**config.mk**
```make
export PLATFORM = sky130hd
export DESIGN_NAME = xlat_buffer
export DESIGN_NICKNAME = d
export VERILOG_FILES = /design/src/rtl/xlat_pkg.sv /design/src/rtl/xlat_match.sv /design/src/rtl/xlat_victim.sv /design/src/rtl/xlat_buffer.sv
export SDC_FILE = /design/constraint.sdc
export NUM_CORES = 2
export LEC_CHECK = 0
export ABC_CLOCK_PERIOD_IN_PS = 4600
export CAP_MARGIN = 0
export CELL_PAD_IN_SITES_DETAIL_PLACEMENT = 1
export CELL_PAD_IN_SITES_GLOBAL_PLACEMENT = 1
export CORE_MARGIN = 2
export CORE_UTILIZATION = 49
export DETAILED_ROUTE_END_ITERATION = 12
export PLACE_DENSITY_LB_ADDON = 0.2
export SLEW_MARGIN = 0
export SYNTH_ARGS = -nofsm -noshare
export SYNTH_HDL_FRONTEND = slang
export SYNTH_HIERARCHICAL = 1
export SYNTH_SLANG_ARGS = --single-unit
```
**constraint.sdc**
```tcl
create_clock -name clk -period 4.6 [get_ports clk]
set_clock_uncertainty 0.1 [all_clocks]
set_input_delay 0.46 -clock clk [delete_from_list [all_inputs] [get_ports clk]]
set_output_delay 0.46 -clock clk [all_outputs]
set_load 0.02 [all_outputs]
```
**src/rtl/xlat_pkg.sv**
```systemverilog
package xlat_pkg;
   typedef enum logic [1:0] {
      RK_IDLE  = 2'd0,
      RK_HIT   = 2'd1,
      RK_MISS  = 2'd2,
      RK_WPROT = 2'd3
   } resp_kind_e;
endpackage

```
**src/rtl/xlat_match.sv**
```systemverilog
module xlat_match #(
   parameter int ENTRIES = 32,
   parameter int VPN_W   = 20,
   parameter int IDX_W   = 5
) (
   input  logic                           clk,
   input  logic                           rst_n,
   input  logic [ENTRIES-1:0]             slot_valid,
   input  logic [ENTRIES-1:0][VPN_W-1:0]  slot_tag,
   input  logic [VPN_W-1:0]               look_vpn,
   output logic                           hit_any,
   output logic [IDX_W-1:0]               hit_idx
);
   logic [ENTRIES-1:0] eq;

   for (genvar g = 0; g < ENTRIES; g++) begin : g_cmp
      assign eq[g] = slot_valid[g] && (slot_tag[g] == look_vpn);
   end

   always_comb begin
      hit_idx = '0;
      for (int i = ENTRIES - 1; i >= 0; i--) begin
         if (eq[i]) hit_idx = IDX_W'(i);
      end
   end

   assign hit_any = |eq;

   // the chosen slot must match, and no lower slot may match
   assert_lowest_match_R7: assert property (@(posedge clk) disable iff (!rst_n)
      hit_any |-> (eq[hit_idx] &&
                   ((eq & ((ENTRIES'(1) << hit_idx) - ENTRIES'(1))) == '0)));
endmodule

```
**src/rtl/xlat_victim.sv**
```systemverilog
module xlat_victim #(
   parameter int ENTRIES = 32,
   parameter int IDX_W   = 5
) (
   input  logic               clk,
   input  logic               rst_n,
   input  logic [ENTRIES-1:0] slot_valid,
   input  logic               take,
   output logic [IDX_W-1:0]   victim_idx
);
   localparam bit POW2 = (ENTRIES == (1 << IDX_W));

   logic [IDX_W-1:0] rr_q;
   logic [IDX_W-1:0] free_idx;
   logic             has_free;
   logic [IDX_W-1:0] rr_next;

   always_comb begin
      free_idx = '0;
      for (int i = ENTRIES - 1; i >= 0; i--) begin
         if (!slot_valid[i]) free_idx = IDX_W'(i);
      end
   end

   assign has_free   = ~&slot_valid;
   assign victim_idx = has_free ? free_idx : rr_q;

   if (POW2) begin : g_wrap_natural
      assign rr_next = rr_q + IDX_W'(1);
   end else begin : g_wrap_compare
      assign rr_next = (rr_q == IDX_W'(ENTRIES - 1)) ? '0 : rr_q + IDX_W'(1);
   end

   always_ff @(posedge clk) begin
      if (!rst_n)                rr_q <= '0;
      else if (take && !has_free) rr_q <= rr_next;
   end

   assert_free_slot_R4: assert property (@(posedge clk) disable iff (!rst_n)
      has_free |-> !slot_valid[victim_idx]);

   assert_ptr_moves_R5: assert property (@(posedge clk) disable iff (!rst_n)
      (take && !has_free) |=> (rr_q != $past(rr_q)));

   assert_ptr_holds_R5: assert property (@(posedge clk) disable iff (!rst_n)
      (!take || has_free) |=> $stable(rr_q));
endmodule

```
**src/rtl/xlat_buffer.sv**
```systemverilog
module xlat_buffer
   import xlat_pkg::*;
#(
   parameter int VA_W      = 32,
   parameter int PAGE_BITS = 12,
   parameter int PA_W      = 30,
   parameter int ENTRIES   = 32
) (
   input  logic                       clk,
   input  logic                       rst_n,
   input  logic                       req_valid,
   input  logic [VA_W-1:0]            req_vaddr,
   input  logic                       req_write,
   output logic                       resp_hit,
   output logic [PA_W-1:0]            resp_paddr,
   output logic                       miss_exc,
   output logic                       wprot_exc,
   input  logic                       fill_en,
   input  logic [VA_W-PAGE_BITS-1:0]  fill_vpn,
   input  logic [PA_W-PAGE_BITS-1:0]  fill_ppn,
   input  logic                       fill_wr_ok,
   input  logic                       flush
);
   localparam int VPN_W = VA_W - PAGE_BITS;
   localparam int PPN_W = PA_W - PAGE_BITS;
   localparam int IDX_W = (ENTRIES > 1) ? $clog2(ENTRIES) : 1;

   if (ENTRIES < 2) begin : g_bad_entries
      $fatal(1, "xlat_buffer: ENTRIES must be at least 2");
   end
   if (PAGE_BITS < 1 || PAGE_BITS >= PA_W || PAGE_BITS >= VA_W) begin : g_bad_page
      $fatal(1, "xlat_buffer: PAGE_BITS must be below both address widths");
   end

   logic [ENTRIES-1:0]             valid_q;
   logic [ENTRIES-1:0][VPN_W-1:0]  tag_q;
   logic [ENTRIES-1:0][PPN_W-1:0]  ppn_q;
   logic [ENTRIES-1:0]             wok_q;

   logic [VPN_W-1:0] look_vpn;
   logic             hit_any;
   logic [IDX_W-1:0] hit_idx;
   logic [IDX_W-1:0] victim_idx;
   logic             do_fill;
   resp_kind_e       kind;

   assign look_vpn = req_vaddr[VA_W-1:PAGE_BITS];
   assign do_fill  = fill_en && !flush;

   xlat_match #(.ENTRIES(ENTRIES), .VPN_W(VPN_W), .IDX_W(IDX_W)) u_match (
      .clk(clk), .rst_n(rst_n), .slot_valid(valid_q), .slot_tag(tag_q),
      .look_vpn(look_vpn), .hit_any(hit_any), .hit_idx(hit_idx)
   );

   xlat_victim #(.ENTRIES(ENTRIES), .IDX_W(IDX_W)) u_victim (
      .clk(clk), .rst_n(rst_n), .slot_valid(valid_q), .take(do_fill),
      .victim_idx(victim_idx)
   );

   always_ff @(posedge clk) begin
      if (!rst_n)       valid_q <= '0;
      else if (flush)   valid_q <= '0;
      else if (fill_en) valid_q[victim_idx] <= 1'b1;
   end

   always_ff @(posedge clk) begin
      if (do_fill) begin
         tag_q[victim_idx] <= fill_vpn;
         ppn_q[victim_idx] <= fill_ppn;
         wok_q[victim_idx] <= fill_wr_ok;
      end
   end

   always_comb begin
      if (!req_valid)                         kind = RK_IDLE;
      else if (!hit_any)                      kind = RK_MISS;
      else if (req_write && !wok_q[hit_idx])  kind = RK_WPROT;
      else                                    kind = RK_HIT;
   end

   assign resp_hit   = (kind == RK_HIT);
   assign miss_exc   = (kind == RK_MISS);
   assign wprot_exc  = (kind == RK_WPROT);
   assign resp_paddr = resp_hit ? {ppn_q[hit_idx], req_vaddr[PAGE_BITS-1:0]} : '0;

   assert_offset_kept_R1: assert property (@(posedge clk) disable iff (!rst_n)
      resp_hit |-> (resp_paddr[PAGE_BITS-1:0] == req_vaddr[PAGE_BITS-1:0]));

   assert_miss_no_addr_R2: assert property (@(posedge clk) disable iff (!rst_n)
      miss_exc |-> (resp_paddr == '0 && !hit_any));

   assert_wprot_is_write_R3: assert property (@(posedge clk) disable iff (!rst_n)
      wprot_exc |-> (req_write && resp_paddr == '0));

   assert_flush_clears_R6: assert property (@(posedge clk) disable iff (!rst_n)
      flush |=> (valid_q == '0));

   assert_quiet_idle_R8: assert property (@(posedge clk) disable iff (!rst_n)
      !req_valid |-> (!resp_hit && !miss_exc && !wprot_exc && resp_paddr == '0));

   assert_one_outcome_R10: assert property (@(posedge clk) disable iff (!rst_n)
      $onehot0({resp_hit, miss_exc, wprot_exc}));
endmodule

```
=== After elaboration in Yosys (flattened, before gate mapping) ===
Index checks and enable logic that the tools add are counted.

* Bits in registers: 1,285
* Latch bits: 0
* RAM bits: 0
* Bits in read-only memories: 0
* Output and inout port bits: 33
* Word-level logic and storage cells: 231
* Memories kept: 0

* Add/subtract/negate cells: 1
* Multipliers: 0
* Divide/modulo/power cells: 0
* $lt $le $gt $ge: 3
* Eq/ne operators: 35
* Shifts and indexed selects: 0
* Muxes and demuxes: 82
* Bitwise operators: 2
* Reductions and logical operators: 41

{| class="wikitable"
|+ Operator list
! cell !! count
|-
| $bwmux 640 || 1
|-
| $eq 20x20->1 || 32
|-
| $bwmux 576 || 1
|-
| $mux 5 || 65
|-
| $demux 20 s5 || 1
|-
| $bmux 18 s5 || 1
|-
| $demux 18 s5 || 1
|-
| $logic_and 1x1->1 || 36
|-
| $mux 18 || 2
|-
| $bwmux 32 || 1
|-
| $or 32x32->32 || 1
|-
| $reduce_and 32->1 || 1
|-
| $reduce_or 32->1 || 1
|-
| $mux 30 || 1
|-
| $mux 20 || 1
|-
| $lt 5x6->1 const B || 2
|-
| $mux 2 || 3
|-
| $add 5x1->5 const B || 1
|-
| $bmux 1 s5 || 1
|-
| $demux 1 s5 || 1
|-
| $ge 5x1->1 const B || 1
|-
| $eq 2x2->1 const B || 2
|-
| $eq 2x1->1 const B || 1
|-
| $logic_not 1->1 || 2
|-
| other kinds (3) || 4
|}

=== Longest topological paths before layout ===
* Depth in word-level cells: 43
* Depth in mapped cells: 22
* Depth with buffers taken out: 16

=== Modules after synthesis ===
The synthesis kept the hierarchy.

{| class="wikitable"
|+ By module, submodules not included
! module !! instances !! cells each !! area an instance (µm²) !! sequential area each (µm²)
|-
| xlat_buffer || 1 || 1,819 || 43,571.8 || 38,116.6
|-
| xlat_match || 1 || 1,014 || 7,920.1 || 0.0
|-
| xlat_victim || 1 || 100 || 691.9 || 100.1
|}

=== Least setup slack after synthesis ===
OpenSTA, ideal clock, no wires.

* Path kind: input port to output port
* From: input port req_vaddr[20]
* To: output port resp_paddr[19]
* Arrival: 4.286 ns
* Required time: 4.040 ns
* Slack: -0.246 ns
* Stages: 17
* Path buffers: 6
* Cells stage by stage: buf_2 > buf_2 > buf_2 > xnor2_1 > nand4_1 > nor4_1 > nand4_1 > a31oi_1 > o211ai_1 > a31o_1 > a31oi_1 > buf_2 > buf_4 > buf_2 > mux4_2 > a221oi_1 > a31oi_1

* Word-level cells in the longest chain between the ends: 43
* Elaborated cells on any way between the ends: 108

{| class="wikitable"
|+ Ends and longest elaborated chain
! item !! RTL line !! text
|-
| from (decl) || xlat_buffer.sv:12 || <nowiki>input logic [VA_W-1:0] req_vaddr,</nowiki>
|-
| $eq 20x20->1 || xlat_match.sv:17 || <nowiki>assign eq[g] = slot_valid[g] && (slot_tag[g] == look_vpn);</nowiki>
|-
| $logic_and 1x1->1 || xlat_match.sv:17 ||
|-
| $mux 5 (31 in a row) || xlat_match.sv:23 || <nowiki>if (eq[i]) hit_idx = IDX_W'(i);</nowiki>
|-
| $mux 5 (*) || xlat_match.sv:23 ||
|-
| named net hit_idx[1] || xlat_buffer.sv:42 || <nowiki>logic [IDX_W-1:0] hit_idx;</nowiki>
|-
| $bmux 1 s5 || xlat_buffer.sv:77 || <nowiki>else if (req_write && !wok_q[hit_idx]) kind = RK_WPROT;</nowiki>
|-
| $mux 1 (not written as such) || xlat_buffer.sv:77 ||
|-
| $logic_not 1->1 || xlat_buffer.sv:77 ||
|-
| $logic_and 1x1->1 || xlat_buffer.sv:77 ||
|-
| $mux 2 || xlat_buffer.sv:77 ||
|-
| $mux 2 || xlat_buffer.sv:76 || <nowiki>else if (!hit_any) kind = RK_MISS;</nowiki>
|-
| $mux 2 || xlat_buffer.sv:75 || <nowiki>if (!req_valid) kind = RK_IDLE;</nowiki>
|-
| $eq 2x1->1 || xlat_buffer.sv:81 || <nowiki>assign resp_hit = (kind == RK_HIT);</nowiki>
|-
| $mux 30 (*) || xlat_buffer.sv:84 || <nowiki>assign resp_paddr = resp_hit ? {ppn_q[hit_idx], req_vaddr[PAGE_BITS-1:0]} : '0;</nowiki>
|-
| to (decl) || xlat_buffer.sv:15 || <nowiki>output logic [PA_W-1:0] resp_paddr,</nowiki>
|}

The timed path passes the listed nets; every way through them passes the cells marked *. The select of a mux whose other input is x is not followed.

=== Worst setup path in the final report ===
* From: register tag_q[623] (netlist bit)
* To: output port resp_paddr[28]

* Word-level cells in the longest chain between the ends: 43
* Elaborated cells on any way between the ends: 46

{| class="wikitable"
|+ Ends and longest elaborated chain
! item !! RTL line !! text
|-
| from (decl) || xlat_buffer.sv:36 || <nowiki>logic [ENTRIES-1:0][VPN_W-1:0] tag_q;</nowiki>
|-
| from (signal, indexed assignment) || xlat_buffer.sv:68 || <nowiki>tag_q[victim_idx] <= fill_vpn;</nowiki>
|-
| $eq 20x20->1 (*) || xlat_match.sv:17 ||
|-
| $logic_and 1x1->1 (*) || xlat_match.sv:17 ||
|-
| $mux 5 (*) (32 in a row) || xlat_match.sv:23 ||
|-
| named net hit_idx[1] || xlat_buffer.sv:42 ||
|-
| $bmux 1 s5 || xlat_buffer.sv:77 ||
|-
| $mux 1 (not written as such) || xlat_buffer.sv:77 ||
|-
| $logic_not 1->1 || xlat_buffer.sv:77 ||
|-
| $logic_and 1x1->1 || xlat_buffer.sv:77 ||
|-
| $mux 2 || xlat_buffer.sv:77 ||
|-
| $mux 2 || xlat_buffer.sv:76 ||
|-
| $mux 2 || xlat_buffer.sv:75 ||
|-
| $eq 2x1->1 || xlat_buffer.sv:81 ||
|-
| $mux 30 (*) || xlat_buffer.sv:84 ||
|}

Marks and branches as above.

==> results.py <==
metrics = {
    "cts": {
        "cts_root_buf": "clkbuf_16",
        "clkLatencyLatePin_ps": 760,
        "cts_made_buffers": 139,
        "tritoncts": "built",
        "clk_pin_slew_ps": 60,
        "hold_buffers": 0,
        "clk_path_buf_depth": 3,
        "htree_levels": 4,
        "clock-sinks": 1285,
    },
    "pwr": {
        "power_uw": 24600,
        "vdd_ir_drop_max_uv": 414,
        "power_density_mw_per_mm2": 386,
        "cellLeakagePower_uw": 0.0204,
    },
    "setup_path": {
        "critPathLaunchType": "register",
        "crit_type": "register to output pin",
        "cpMostUsedCell": "nor4_4",
        "cpMaxStageDelayCell": "mux4_2",
        "worst_ep_arrival_time_ps": 5520,
        "cp-end-kind": "output pin",
        "cp_max_fo": 6,
        "path_buf_inv": 5,
        "cp.required_ps": 4040,
        "cpPeakStageDelay_ps": 520,
        "path_cells": "xnor2_2 > nand3_1 > nor4_4 > buf_4 > and4_4 > o211ai_2 > a21oi_2 > o211ai_1 > a31oi_1 > o211ai_1 > a31o_1 > a31oi_4 > buf_12 > buf_8 > buf_4 > mux4_2 > nor2_2 > nor4_4 > nor4_4 > nor2_2 > buf_6",
        "crit_family": "simple AND/OR/NAND/NOR gates",
    },
    "sta": {
        "setup_viol": 32,
        "timing.final.ws_setup_ps": -1480,
        "finalCritPeriodShare": 1.32,
        "hold_violations": 0,
        "rsz0062_at_grt": "true",
        "maxSlewViolCount": 0,
        "maxSlewHeadroom": 0.151,
        "post-route-min-period_ps": 6080,
        "tightest_slew_ps": 1270,
        "fmax_mhz": 164,
    },
    "outcome": {
        "status": "finished, violations left",
        "failed_checks": "design-rule violations, negative setup slack",
    },
    "synthesis": {
        "syn_nets": 3011,
        "yosysTopAreaCell": "edfxtp_1",
        "synth_area_per_cell_um2": 17.8,
        "synth_top_area_share": 0.718,
        "synth_edf_count": 1248,
        "synth.most_common_cell": "edfxtp_1",
        "synth_area_mm2": 0.0522,
        "synth_area_leaders": "edfxtp_1 (72%), xnor2_1 (8.4%), mux4_2 (5.7%)",
        "syn_inst": 2933,
        "ys_ff_latch": 1285,
        "synth_async_sr_flop_share": 0,
        "yosys_warnings": 6,
        "yosysSeqAreaShare": 0.732,
        "synthTopCellsByCount": "edfxtp_1 (1248), xnor2_1 (501), xor2_1 (139)",
        "synth.distinct_cells": 72,
        "synthFlopType": "edfxtp_1",
    },
    "cells_and_area": {
        "multi_input_area_mm2": 0.0142,
        "syn2layout_area_growth_pct": 22.4,
        "register_area_mm2": 0.0382,
        "fillers": 9270,
        "final_nets": 3549,
        "drive_gt1_frac": 0.285,
    },
    "die": {
        "core-area_mm2": 0.105,
        "die_area_mm2": 0.109,
        "initial_core_util": 0.495,
        "rows": 119,
        "pin_count": 110,
        "fp.dieW_um": 330,
        "die_h_um": 330,
    },
    "drt": {
        "wl_met1_mm": 65.4,
        "vias": 30300,
        "routed_wl_mm": 166,
        "dr.first_iter.drc_count": 3110,
        "antenna_left": 0,
        "top_layer": "met4",
        "viasPerCell": 6.10,
        "wl_met2_mm": 83.4,
        "met3WireLength_mm": 10.3,
        "drc": 4,
        "avgRoutedWirePerCell_um": 33.3,
        "drt_first_pass_iters": 9,
    },
    "global_route": {
        "grt_use_total": 0.307,
        "grt_pass1_vias": 32300,
        "antenna_found_initial": 6,
        "grt_max_degree": 40,
        "grt_first_pass_wirelength_mm": 235,
        "gr-total-overflow": 0,
    },
    "placement": {
        "post-dp-hpwl_mm": 97.8,
        "gp_congestion": 0.871,
        "port_buffers": 109,
        "dpl_worst_slack_ps": -1940,
    },
    "flow_run": {
        "maxCapViolCount": 0,
    },
    "worst_hold_path": {
        "min_path_type": "input pin to register",
    },
}
-- cell usage in the layout, fill, tap and decap left out, types with 47 or more instances in the layout --
cell type / instances
nand4_1: 134
xor2_1: 139
nor2_1: 57
clkbuf_16: 142
buf_4: 330
buf_12: 86
buf_2: 47
nand3_1: 47
xnor2_1: 489
mux4_2: 131
edfxtp_1: 1248
nor4_1: 54
-- kinds of logic (layout without fill, tap and decap cells) --
kind of cell,Yosys count,in the layout,share of synthesized area
AO/OA/AOI/OAI,177,177,0.0232
flip-flops,1285,1285,0.732
other,0,3,0
buffers and inverters,166,810,0.0179
AND/OR/NAND/NOR,487,487,0.0526
adder cells (fa/ha/maj),1,1,0.000240
multiplexers,177,177,0.0663
XOR/XNOR,640,640,0.107
-- flip-flops by register name, indices dropped and copies added, names as in the netlist --
register       count
u_victim/rr_q      5
ppn_q            576
valid_q           32
wok_q             32
tag_q            640
-- worst paths after layout --
path                                                    start                             to  slack, ps  cells after the start
worst max-delay path                     tag_q[623]$_DFFE_PP_                 resp_paddr[28]      -1480                     21
worst max register to register        valid_q[6]$_SDFFE_PP0P_           tag_q[369]$_DFFE_PP_        590                      9
worst min register to register  u_victim/rr_q[3]$_SDFFE_PN0P_  u_victim/rr_q[3]$_SDFFE_PN0P_        420                      2
worst min-delay path                             fill_vpn[13]           tag_q[373]$_DFFE_PP_        270                      2
-- per-layer routing --
layer	GRT usage	up-vias
li1	-	12500
met1	0.397	16200
met2	0.519	1330
met3	0.0504	357
met4	0.124	0
met5	0	-
-- metrics by stage --
step / hold WS, ps / utilization / instances / TNS [ps] / instance area [um2]
6_report: 266 / 0.606 / 4971 / -44740 / 63900
5_1_grt: 255 / 0.606 / 4971 / -48900 / 63900
3_3_place_gp: 397 / 0.551 / 4667 / -53110 / 58100
4_1_cts: 225 / 0.603 / 4956 / -42030 / 63500
2_1_floorplan: 363 / - / 2933 / -24.5 / 52300
3_5_place_dp: 413 / 0.551 / 4667 / -52910 / 58100
-- what timing repair did --
action / 4_1_cts / 5_1_grt
gates resized for setup: 286 / 65
endpoints found under the hold margin: 0 / 0
gates cloned: 2 / 0
pin swaps: 50 / 21
setup buffers: 46 / 17
endpoints found under the setup margin: 33 / 33
-- area by class of cell --
type / instances / share of cell area
flip-flops and latches: 1285 / 0.598
multi-input cells: 1482 / 0.223
repair buffers: 545 / 0.0835
clock buffers: 179 / 0.0578
well taps: 1391 / 0.0272
clock inverters: 68 / 0.00919
inverters: 18 / 0.00106
diodes: 3 / 0.000118
-- power breakdown --
part           leakage [uW]  internal, uW  switching, uW
registers            0.0115         12900           8.44
logic               0.00677           381            704
clock network       0.00207          6040           4640
(Power assumes the default switching activity.)
